`src/rtl/rxLenPkg.sv`:
```
package rxLenPkg;
  // Strobes passed from the control unit to the datapath each cycle
  typedef struct packed {
    logic clrRun;   // restart the running count before this cycle's byte
    logic incRun;   // count one byte
    logic endFrame; // running count restarts after this cycle
    logic latch;    // capture the running result
    logic clrLatch; // release the capture
  } rxLenStrb_t;
endpackage

```
`src/rtl/rxLenCtrl.sv`:
```
module rxLenCtrl
  import rxLenPkg::*;
(
  input  logic       clk,
  input  logic       rstN,
  input  logic       byteValid,
  input  logic       frameEnd,
  input  logic       hostAck,
  output rxLenStrb_t strb,
  output logic       rmeIrq
);
  logic pending;
  logic doLatch;

  // A new capture is taken only when no capture is pending,
  // or when the pending one is released in this same cycle.
  assign doLatch = frameEnd && (!pending || hostAck);

  always_comb begin
    strb.clrRun   = hostAck && !frameEnd;
    strb.incRun   = byteValid;
    strb.endFrame = frameEnd;
    strb.latch    = doLatch;
    strb.clrLatch = hostAck && !doLatch;
  end

  always_ff @(posedge clk) begin
    if (!rstN)        pending <= 1'b0;
    else if (doLatch) pending <= 1'b1;
    else if (hostAck) pending <= 1'b0;
  end

  assign rmeIrq = pending;
endmodule

```
`src/rtl/rxLenDatapath.sv`:
```
module rxLenDatapath
  import rxLenPkg::*;
#(
  parameter int CNT_W = 12,
  parameter int REG_W = 8
) (
  input  logic             clk,
  input  logic             rstN,
  input  rxLenStrb_t       strb,
  input  logic             rdEn,
  input  logic             rdAddr,
  output logic [REG_W-1:0] rdData,
  output logic             lenOvf
);
  localparam int HI_W = CNT_W - REG_W;

  logic [CNT_W-1:0] runCnt, baseCnt, sumCnt, latCnt;
  logic [CNT_W:0]   sumFull;
  logic             runWrap, baseWrap, sumWrap;
  logic             runOvf, baseOvf, sumOvf, latOvf;
  logic [REG_W-1:0] hiWord, loWord;

  // Result for this cycle, starting from the running state or from zero
  always_comb begin
    baseCnt  = strb.clrRun ? '0   : runCnt;
    baseWrap = strb.clrRun ? 1'b0 : runWrap;
    baseOvf  = strb.clrRun ? 1'b0 : runOvf;
    sumFull  = {1'b0, baseCnt} + (CNT_W+1)'(strb.incRun);
    sumCnt   = sumFull[CNT_W-1:0];
    sumWrap  = baseWrap | sumFull[CNT_W];
    // one byte more after a full wrap means the limit is passed
    sumOvf   = baseOvf | (strb.incRun & baseWrap);
  end

  always_ff @(posedge clk) begin
    if (!rstN || strb.endFrame) begin
      runCnt  <= '0;
      runWrap <= 1'b0;
      runOvf  <= 1'b0;
    end else begin
      runCnt  <= sumCnt;
      runWrap <= sumWrap;
      runOvf  <= sumOvf;
    end
  end

  always_ff @(posedge clk) begin
    if (!rstN || strb.clrLatch) begin
      latCnt <= '0;
      latOvf <= 1'b0;
    end else if (strb.latch) begin
      latCnt <= sumCnt;
      latOvf <= sumOvf;
    end
  end

  always_comb begin
    loWord = latCnt[REG_W-1:0];
    hiWord = '0;
    hiWord[HI_W-1:0] = latCnt[CNT_W-1:REG_W];
    hiWord[REG_W-1]  = latOvf;
  end

  always_ff @(posedge clk) begin
    if (!rstN)     rdData <= '0;
    else if (rdEn) rdData <= rdAddr ? hiWord : loWord;
  end

  assign lenOvf = latOvf;
endmodule

```
`src/rtl/rxLenCounter.sv`:
```
module rxLenCounter
  import rxLenPkg::*;
#(
  parameter int CNT_W = 12,
  parameter int REG_W = 8
) (
  input  logic             clk,
  input  logic             rstN,
  input  logic             byteValid,
  input  logic             frameEnd,
  input  logic             hostAck,
  input  logic             rdEn,
  input  logic             rdAddr,
  output logic [REG_W-1:0] rdData,
  output logic             rmeIrq,
  output logic             lenOvf
);
  rxLenStrb_t strb;

  rxLenCtrl u_ctrl (
    .clk(clk), .rstN(rstN), .byteValid(byteValid), .frameEnd(frameEnd),
    .hostAck(hostAck), .strb(strb), .rmeIrq(rmeIrq)
  );

  rxLenDatapath #(.CNT_W(CNT_W), .REG_W(REG_W)) u_dp (
    .clk(clk), .rstN(rstN), .strb(strb), .rdEn(rdEn), .rdAddr(rdAddr),
    .rdData(rdData), .lenOvf(lenOvf)
  );
endmodule

```
`config.mk`:
```
export PLATFORM = sky130hd
export DESIGN_NAME = rxLenCounter
export DESIGN_NICKNAME = d
export VERILOG_FILES = /design/src/rtl/rxLenPkg.sv /design/src/rtl/rxLenCtrl.sv /design/src/rtl/rxLenDatapath.sv /design/src/rtl/rxLenCounter.sv
export SDC_FILE = /design/constraint.sdc
export NUM_CORES = 1
export LEC_CHECK = 0
export ABC_CLOCK_PERIOD_IN_PS = 2800
export BUFFER_PORTS_ARGS = -buffer_cell sky130_fd_sc_hd__buf_2
export CAP_MARGIN = 20
export CORE_ASPECT_RATIO = 0.8
export CORE_MARGIN = 10
export CORE_UTILIZATION = 35
export CTS_CLUSTER_DIAMETER = 50
export DETAILED_ROUTE_END_ITERATION = 10
export SYNTH_ARGS = -nofsm -noshare
export SYNTH_HDL_FRONTEND = slang
export SYNTH_HIERARCHICAL = 1
export SYNTH_SLANG_ARGS = --single-unit
```
`constraint.sdc`:
```
create_clock -name clk -period 2.8 [get_ports clk]
set_input_delay 0.56 -clock clk [delete_from_list [all_inputs] [get_ports clk]]
set_output_delay 0.56 -clock clk [all_outputs]
set_load 0.01 [all_outputs]
```
# Yosys cells after proc, flatten, opt, wreduce, memory -nomap -nowiden
# Index checks and enable logic that the tools add are counted.
# word_totals
register_bits	36
input_bits	7
output_inout_bits	10
wordCells	28
# classes
n_addsub	1
n_mux	6
bitwise	3
n_reduce_logical	11
# op_table
operator	n
adder 12 x 1 -> 13 bit	1
2-to-1 mux 12 bit	1
2-to-1 mux 8 bit	1
logical NOT 1 bit	4
2-to-1 mux 1 bit	4
logical AND 1 bit	3
logical OR 1 bit	3
bitwise OR 1 bit	2
nonzero test 2 bit	1
bitwise AND 1 bit	1

# Logic depth before layout (Yosys ltp)
# Gate-level depths: netlist of the first run.
# logic_depth
word_depth	6
mapped_depth	11
ltp_nobuf	8

# Cells and area by module
# The synthesis of the first run kept the hierarchy.
# modules_own_cells
mod	instances	cells_per_inst	area_each_um2	seq_area_each_um2
rxLenDatapath	1	165	1541.5	700.7
rxLenCtrl	1	9	83.8	20.0

# Least setup slack after synthesis of the first run
# No wires, ideal clock.
# synth_path
path_kind	input port to flip-flop
start	input hostAck
end	register u_dp.latCnt[6]
setup_ns	0.070
arrival_ns	2.312
required_time_ns	2.730
slack_ns	0.418
path_stages	11
cell_sequence	nor2b_1 buf_4 buf_6 buf_2 nor2b_1 ha_1 ha_1 nand3b_4 nor2_1 mux2_2 a21oi_1
# synth_lines
item	line	rtl
from (decl)	rxLenCounter.sv:11	input logic hostAck,
to (signal assigned)	rxLenDatapath.sv:52	latCnt <= sumCnt;
to (decl)	rxLenDatapath.sv:17	logic [CNT_W-1:0] runCnt, baseCnt, sumCnt, latCnt;

==> metrics.txt, run 1 <==
# rows=22; die area=7787 um^2; Worst slew margin=56.19%; multi-input logic area=approximately 800 um^2; R2R depth=7; Post-synth ARST share=0%; fin util=between 40 and 50%; Die Ht=80.95 um; MaxCap Viol Count=0; Skew-Pair Late Insertion Delay=290 ps; RD Place Congestion=0.7679; switch share=23.05%; synth-to-layout area growth=12.55%; Critical Path RT=3020 ps; # diodes=0; register area share after synthesis=approximately 44%; Int Pwr=0.8177 mW; vias in the first global route=~1200; Peak VDD IR=between 0.2 and 0.3 mV; Setup crit start kind=input port; Hold Crit Class=reg2reg; clock sink count=36; Flop pwr share=around 50%; Post-Route Setup TNS=0 ps; total CTS buffers=5; clk slew on worst S/H paths=roughly 80 ps; final WL=around 3.3 mm; Reg area=about 720 um^2; first-pass GRT wire length=5.761 mm; Synth Instances=174; RSZ-0062 raised after global routing=no; Post-CTS Repair Setup Buffers=0; clock buffer depth=2; Final nets=195; Fillers=around 450; largest net degree at the start of global routing=21; power share of the clock group=43.1%; syn avg cell area=9.341 um^2; P_leak=approximately 0.81 nW; combinational share of power=6.9%; Tcrit/Tclk final=between 70 and 80%; crit-path max FO=5; status=finished, final reports clean; final global-route overflow total=0; reg2reg end=u_dp/latCnt[6]$_SDFFE_PP0P_; Resized cells post-CTS=0; Final Power=about 1.1 mW; Post-DP HPWL=~2.5 mm; PwrDens=581.0 nW/um^2; Die W=between 90 and 100 um; final setup margin=778.5 ps; DP Worst Slack=512.5 ps; initial antenna violation count=0; top_reg_cell synth=dfxtp_1; max frequency=494.7 MHz; Slew Viols, Final=0; Synth Net Count=184; CP Capture Point=u_dp/latCnt[6]$_SDFFE_PP0P_; Setup Crit Path Kind=in2reg; Clock Tree Root=clkbuf_8; Crit. End Element=flip-flop; Routed WL per cell=13.48 um; DRT iter0 DRCs=40; WP data arrival=2240 ps; number of port buffers=16; Least-Margin Pin Slew=655.8 ps; #FFs+latches synth=36; CTS tree=done; htree depth=2; cell area after synthesis=approximately 1600 um^2; drt via density=4.793; R2R setup slack=1030 ps; Pre-Repair DR Iteration Count=4; Final Critical Period=2022 ps; # setup viols final=0; Critical path buffers and inverters=1; Top delay family on crit path=simple AND/OR/NAND/NOR gates; worst-path cell chain=buf_2, nor2b_1, nor2b_1, ha_1, ha_1, nand3b_4, nor2_1, mux2_2, a21oi_1; Cell variety after synth=33; Post-synth EDFFs=0; number of top-level pins=17; Antenna Violating Nets Remaining=0; via count=1179; Setup crit start=hostAck; Final Hold Fails=0; CORE AREA=4542 um^2; CTS Hold Bufs=0; aggregate global-route resource usage=9.401%; switching power=between 0.2 and 0.25 mW; # DRC=0; initial core utilization=35.79%; clock skew=slightly below 7 ps; Slowest-stage cell, CP=mux2_2; Levels on crit path=9; largest stage delay on the critical path=360 ps; r2r startpoint=u_dp/runCnt[0]$_SDFF_PP0_; ratio of cells with drive above 1 in the final layout=18.82%; yosys warns=6
## cell families (layout without fill, tap and decap cells)
logic type	after synthesis	after routing	synth area share (%)
XOR/XNOR	9	9	4.850
flip-flops	36	36	44.34
buffers and inverters	23	35	6.852
AND/OR/NAND/NOR	66	66	25.56
adder cells (fa/ha/maj)	3	3	2.310
multiplexers	8	8	5.004
AO/OA/AOI/OAI	29	29	11.09
## cell usage in the layout (no fill, tap or decap), drive strengths merged, types with 3 or more instances in the layout
cell / instances
nor4: 4
nor3: 4
nor2b: 8
xnor2: 9
and2: 3
nand2b: 5
inv: 9
clkbuf: 5
nand2: 10
mux2i: 7
nor2: 21
o211a: 5
ha: 3
buf: 18
o21ai: 9
o22ai: 3
dfxtp: 36
a21oi: 9
nand3: 5
## per-layer routing
metal | vias to the layer above | GRT usage, % | share of wire [%]
met4 | 0 | 3.088 | 1.1
li1 | 602 | - | -
met5 | - | 0 | 0
met1 | 552 | 13.08 | 54
met3 | 4 | 3.410 | 5.9
met2 | 21 | 13.02 | 39
## power by group through the flow
stage	combinational, mW	clock [mW]	sequential, mW
CTS	0.0733	0.469	0.532
detailed placement	0.0729	0	0.544
global route	0.0829	0.492	0.533
finish	0.0729	0.458	0.532
floorplan	0.0548	0	0.545
global placement	0.0723	0	0.543
## worst min-delay path by stage
stage                                 from                           to  slack, ps  cells after the start
2_1_floorplan  u_dp/latCnt[3]$_SDFFE_PP0P_  u_dp/latCnt[3]$_SDFFE_PP0P_        450                      2
3_3_place_gp   u_dp/rdData[0]$_SDFFE_PN0P_  u_dp/rdData[0]$_SDFFE_PN0P_        460                      1
3_5_place_dp   u_dp/rdData[1]$_SDFFE_PN0P_  u_dp/rdData[1]$_SDFFE_PN0P_        460                      1
4_1_cts        u_dp/rdData[1]$_SDFFE_PN0P_  u_dp/rdData[1]$_SDFFE_PN0P_        480                      1
5_1_grt        u_dp/rdData[0]$_SDFFE_PN0P_  u_dp/rdData[0]$_SDFFE_PN0P_        500                      1
6_report       u_dp/rdData[0]$_SDFFE_PN0P_  u_dp/rdData[0]$_SDFFE_PN0P_        480                      1
## area by class of cell
cell class | instances | share of cell area (%)
Sequential cell | 36 | 39.40
Clock buffer | 5 | 3.762
Inverter | 9 | 1.847
Timing Repair Buffer | 18 | 5.198
Multi-Input combinational cell | 115 | 43.37
Tap cell | 60 | 4.104
Clock inverter | 3 | 2.326
## flip-flops by register name, indices dropped and copies added (netlist names)
signal,flops
u_dp/rdData,8
u_ctrl/rmeIrq,1
u_dp/runCnt,12
u_dp/lenOvf,1
u_dp/runOvf,1
u_dp/runWrap,1
u_dp/latCnt,12
## through the flow
| step | hold WS, ps | instances | instance area, um^2 |
|---|---|---|---|
| floorplan | 452.4 | 174 | 1625 |
| global placement | 459.6 | 238 | 1718 |
| detailed placement | 463.1 | 238 | 1718 |
| CTS | 480.2 | 246 | 1829 |
| global route | 501.0 | 246 | 1829 |
| finish | 475.9 | 246 | 1829 |
## synth_stat cells (2+ instances only)
cell	instances	area, um^2
nand3_1	4	20.02
xnor2_1	9	78.83
nor4_2	3	37.54
mux2i_1	7	70.07
and2b_1	2	15.01
nor2_1	21	78.83
nor3_1	4	20.02
and2_1	3	18.77
dfxtp_1	36	720.7
a21oi_1	9	45.04
clkbuf_1	7	26.28
nand2_1	10	37.54
nor2b_1	7	43.79
nand2b_1	5	31.28
ha_1	3	37.54
buf_2	2	10.01
o211a_1	5	50.05
o22ai_1	3	18.77
buf_4	4	30.03
inv_1	9	33.78
o21ai_0	9	45.04
(Power assumes the default switching activity.)
==> inputs of run 2 (changes only) <==
ABC_CLOCK_PERIOD_IN_PS = 1800   (was 2800)
clock period = 1.8 ns   (was 2.8 ns; I/O delays follow)
==> run 2 against run 1 <==
Effect of this change:
- setup slack got worse by 530 ps
- critical path depth is 3 lower
- hold slack got worse by 130 ps
- final cell count is 2.0% higher
- combinational power grew 74%
- clock power increased by 68%
- clock skew shrank 1.9 ps
- first-iteration DRC count rose by 57%
- clock-buffer cell count rose by 2
- via count decreased by 0.85%
- power rose by 62%
- utilization up 2.5 points
==> metrics.txt, run 2 (synthesis gave the netlist of run 1 again) <==
Final Critical Period=approximately 1600 ps; # rows=22; number of port buffers=16; Post-Route Setup TNS=0 ps; Slew Viols, Final=0; Routed WL per cell=13.20 um; clock buffer depth=2; RSZ-0062 raised after global routing=no; final setup margin=between 200 and 250 ps; Resized cells post-CTS=0; max frequency=643.9 MHz; # setup viols final=0; synth-to-layout area growth=19.40%; PwrDens=887.2 nW/um^2; Hold Crit Class=in2reg; clock skew=5.025 ps; worst-path cell chain=nor2b_1, ha_4, nand3b_4, nor2_2, mux2_4, a21oi_2; htree depth=2; # diodes=0; die area=7787 um^2; MaxCap Viol Count=0; first-pass GRT wire length=5.706 mm; Post-DP HPWL=2.534 mm; vias in the first global route=1172; Setup Crit Path Kind=reg2reg; total CTS buffers=5; Antenna Violating Nets Remaining=0; RD Place Congestion=0.7731; number of top-level pins=17; Crit. End Element=flip-flop; CORE AREA=around 4500 um^2; area post-placement=approximately 1800 um^2; CTS tree=done; crit-path max FO=4; Skew-Pair Late Insertion Delay=290 ps; final global-route overflow total=0; commonest cells after routing, fill and taps aside=dfxtp_1 (36), nor2_1 (20), buf_2 (16), nand2_1 (10); largest stage delay on the critical path=roughly 400 ps; largest net degree at the start of global routing=21; DRT iter0 DRCs=63; Pre-Repair DR Iteration Count=4; aggregate global-route resource usage=9.475%; initial antenna violation count=0; Die Ht=80.95 um; Final Hold Fails=0; status=finished, final reports clean; biggest regs=u_dp/latCnt (12), u_dp/runCnt (12), u_dp/rdData (8); CTS Hold Bufs=0; initial core utilization=35.79%; Peak VDD IR=around 0.38 mV; Worst slew margin=59.86%; Tcrit/Tclk final=about 86%; Final Power=approximately 1.7 mW; post-route cell area=1941 um^2; clock sink count=36; via count=1169; P_leak=0.8726 nW; Top delay family on crit path=simple AND/OR/NAND/NOR gates; DP Worst Slack=17.61 ps; final WL=roughly 3.3 mm; Setup crit start kind=flip-flop; Slowest-stage cell, CP=dfxtp_1; Die W=96.19 um; Clock Tree Root=clkbuf_8; Critical Path RT=2030 ps; commonest non-fill, non-tap cell in the layout=dfxtp_1; drt via density=4.657; Critical path buffers and inverters=0; Post-CTS Repair Setup Buffers=0; ratio of cells with drive above 1 in the final layout=24.08%; clk slew on worst S/H paths=about 70 ps; Final nets=200; Least-Margin Pin Slew=approximately 600 ps; # DRC=0; WP data arrival=1780 ps
-- run 2: area by class of cell --
| cell class | count | area [um^2] |
|---|---|---|
| fillers | 458 | 2601 |
| multi-input cells | 115 | 852.1 |
| flip-flops and latches | 36 | 720.7 |
| repair buffers | 23 | 132.6 |
| clock buffers | 7 | 96.34 |
| well taps | 60 | 75.07 |
| inverters | 9 | 33.78 |
| clock inverters | 1 | 30.03 |
-- run 2: stage by stage --
stage / hold slack (ps) / util [%] / std cells
final: 346.2 / 42.73 / 251
after global routing: 364.3 / 42.73 / 251
after CTS: 339.9 / 42.73 / 251
after detailed placement: 465.8 / 39.94 / 243
after global placement: 458.3 / 39.94 / 243
after floorplan: 452.4 / - / 174
-- run 2: path summary, 6_finish.rpt --
kind	startpoint	to	slack, ps	cells past startpoint
max	u_dp/runCnt[1]$_SDFF_PP0_	u_dp/latCnt[6]$_SDFFE_PP0P_	250	6
min	frameEnd	u_ctrl/rmeIrq$_SDFFE_PN0P_	350	2
max reg2reg	u_dp/runCnt[1]$_SDFF_PP0_	u_dp/latCnt[6]$_SDFFE_PP0P_	250	6
min reg2reg	u_dp/rdData[1]$_SDFFE_PN0P_	u_dp/rdData[1]$_SDFFE_PN0P_	480	1
-- run 2: metal layers --
layer	wire, um	vias to the layer above	global-route usage, %
li1	-	610	-
met1	1650	529	12.54
met2	1344	25	13.42
met3	274	5	3.871
met4	43	0	3.529
met5	0	-	0
-- run 2: worst register-to-register path: cells and delay by family, from the launching register on --
| family | cells | cell delay, ps |
|---|---|---|
| AOI/OAI and AO/OA | 1 | 100 |
| muxes | 1 | 320 |
| adders and majority gates | 1 | 180 |
| and+or+nand+nor | 3 | 520 |
| DFF | 1 | 390 |
-- run 2: report_power, final --
part           total (mW)  internal (mW)  switching (mW)
Clock               0.768          0.488           0.279
Sequential          0.827          0.817         0.00998
Combinational       0.127         0.0564          0.0705
Total                1.72           1.36           0.360
==> inputs of run 3 (changes only) <==
PLACE_DENSITY_LB_ADDON = 0.25   (was not set)
==> run 3 against run 2 <==
Effect of this change:
- highest routed layer unchanged
- largest power group unchanged
- via count increased by 2.6%
- wire length up 4.2%
- power fell by 8.8%
- clock-buffer cell count did not move
- clock skew hardly changed
==> metrics.txt, run 3 (synthesis gave the netlist of run 1 again) <==
status=finished, final reports clean; ratio of cells with drive above 1 in the final layout=22.87%; Peak VDD IR=0.2791 mV; Int Pwr=around 1.2 mW; number of port buffers=16; # rows=22; Hold EP=u_ctrl/rmeIrq$_SDFFE_PN0P_; RD Place Congestion=0.8424; CTS tree=done; Flop pwr share=52.7%; P_leak=0.8488 nW; biggest regs=u_dp/latCnt (12), u_dp/runCnt (12), u_dp/rdData (8); Final Hold Fails=0; MaxCap Viol Count=0; commonest cells after routing, fill and taps aside=dfxtp_1 (36), nor2_1 (20), buf_2 (16), nand2_1 (10); combinational share of power=8.0%; Final nets=198; DRT iter0 DRCs=66; Setup Crit Path Kind=reg2reg; Tcrit/Tclk final=87.68%; # DRC=0; clock buffer depth=2; Fillers=470; multi-input logic area=852.1 um^2; first-pass GRT wire length=5.920 mm; max frequency=~630 MHz; crit-path max FO=4; final WL=~3.5 mm; clock sink count=36; # setup viols final=0; Hold Crit Class=in2reg; Slew Viols, Final=0; Critical Path RT=a little under 2000 ps; htree depth=2; Resized cells post-CTS=0; total CTS buffers=5; clk slew on worst S/H paths=roughly 70 ps; Post-CTS Repair Setup Buffers=0; commonest non-fill, non-tap cell in the layout=dfxtp_1; # diodes=0; PwrDens=828.0 nW/um^2; aggregate global-route resource usage=9.701%; CORE AREA=4542 um^2; WHS=roughly 350 ps; Final Critical Period=1578 ps; Antenna Violating Nets Remaining=0; CTS Hold Bufs=0; Pre-Repair DR Iteration Count=4; clock skew=4.977 ps; initial core utilization=between 30 and 40%; switching power=0.3579 mW; hold path startpoint=frameEnd; fin util=about two fifths; Hold Path Depth=2; R2R setup slack=220 ps; Post-DP HPWL=2.660 mm; number of top-level pins=17; Clock Tree Root=clkbuf_8; Skew-Pair Late Insertion Delay=roughly 280 ps; power share of the clock group=39.3%; final global-route overflow total=0; via count=1199; largest net degree at the start of global routing=18; Setup crit start kind=flip-flop; drt via density=a little under 5; Crit. End Element=flip-flop; vias in the first global route=between 1000 and 1500; Post-Route Setup TNS=0 ps; Die W=just under 100 um; RSZ-0062 raised after global routing=no; synth-to-layout area growth=16.63%; r2r startpoint=u_dp/runCnt[1]$_SDFF_PP0_; initial antenna violation count=0; R2R depth=6; Reg area=720.7 um^2; Routed WL per cell=13.92 um; switch share=22.80%; Worst slew margin=62.99%; die area=7787 um^2; Die Ht=roughly 80 um; reg2reg end=u_dp/latCnt[8]$_SDFFE_PP0P_; WP data arrival=1740 ps; Least-Margin Pin Slew=roughly 560 ps
-- run 3: changes by cell type in the layout (fill, tap and decap cells not counted) --
cell and change:
buf_4 -2, bufinv_16 -1
-- run 3: worst max path at each step --
stage | from | slack, ps | depth (start not counted) | endpoint
finish | u_dp/runCnt[1]$_SDFF_PP0_ | 220 | 6 | u_dp/latCnt[8]$_SDFFE_PP0P_
floorplan | hostAck | -150 | 11 | u_dp/latCnt[6]$_SDFFE_PP0P_
global route | u_dp/runCnt[1]$_SDFF_PP0_ | 130 | 6 | u_dp/latCnt[8]$_SDFFE_PP0P_
CTS | u_dp/runCnt[1]$_SDFF_PP0_ | 210 | 6 | u_dp/latCnt[8]$_SDFFE_PP0P_
global placement | hostAck | 0.04 | 7 | u_dp/latCnt[11]$_SDFFE_PP0P_
detailed placement | hostAck | -60 | 9 | u_dp/latCnt[8]$_SDFFE_PP0P_
-- run 3: critical path, stage by stage (launching register included) --
cell and delay [ps]:
dfxtp_1 370, nor2b_1 250, ha_4 180, nand3b_4 120
nor4_4 250, xnor2_1 190, a21oi_1 110
-- run 3: cell type report --
cell class | count | share of cell area (%)
Clock buffer | 7 | 5.083
Timing Repair Buffer | 21 | 6.205
Sequential cell | 36 | 38.02
Tap cell | 60 | 3.960
Inverter | 9 | 1.782
Multi-Input combinational cell | 115 | 44.95
-- run 3: per-stage QoR --
step           area (um^2)  instances  setup WS [ps]  total power [mW]
3_5_place_dp          1799        241         -55.53            0.9734
4_1_cts               1896        248          210.8             1.586
5_1_grt               1896        248          134.7             1.638
2_1_floorplan         1694        174         -154.7            0.9418
6_report              1896        248          221.8             1.570
3_3_place_gp          1799        241        0.04008            0.9698
-- run 3: power groups by stage --
stage / clock network, mW / registers, mW / logic [mW]
final: 0.617 / 0.827 / 0.126
after detailed placement: 0 / 0.845 / 0.128
after CTS: 0.630 / 0.827 / 0.128
after global placement: 0 / 0.845 / 0.125
after global routing: 0.668 / 0.829 / 0.141
after floorplan: 0 / 0.847 / 0.0945
-- run 3: per-layer routing --
metal | wire length, um | share of wire [%] | vias up | track usage, %
met4 | 14 | 0.41 | 0 | 4.412
met2 | 1623 | 47 | 18 | 15.64
li1 | - | - | 603 | -
met5 | 0 | 0 | - | 0
met3 | 147 | 4.3 | 3 | 2.304
met1 | 1667 | 48 | 575 | 12.00
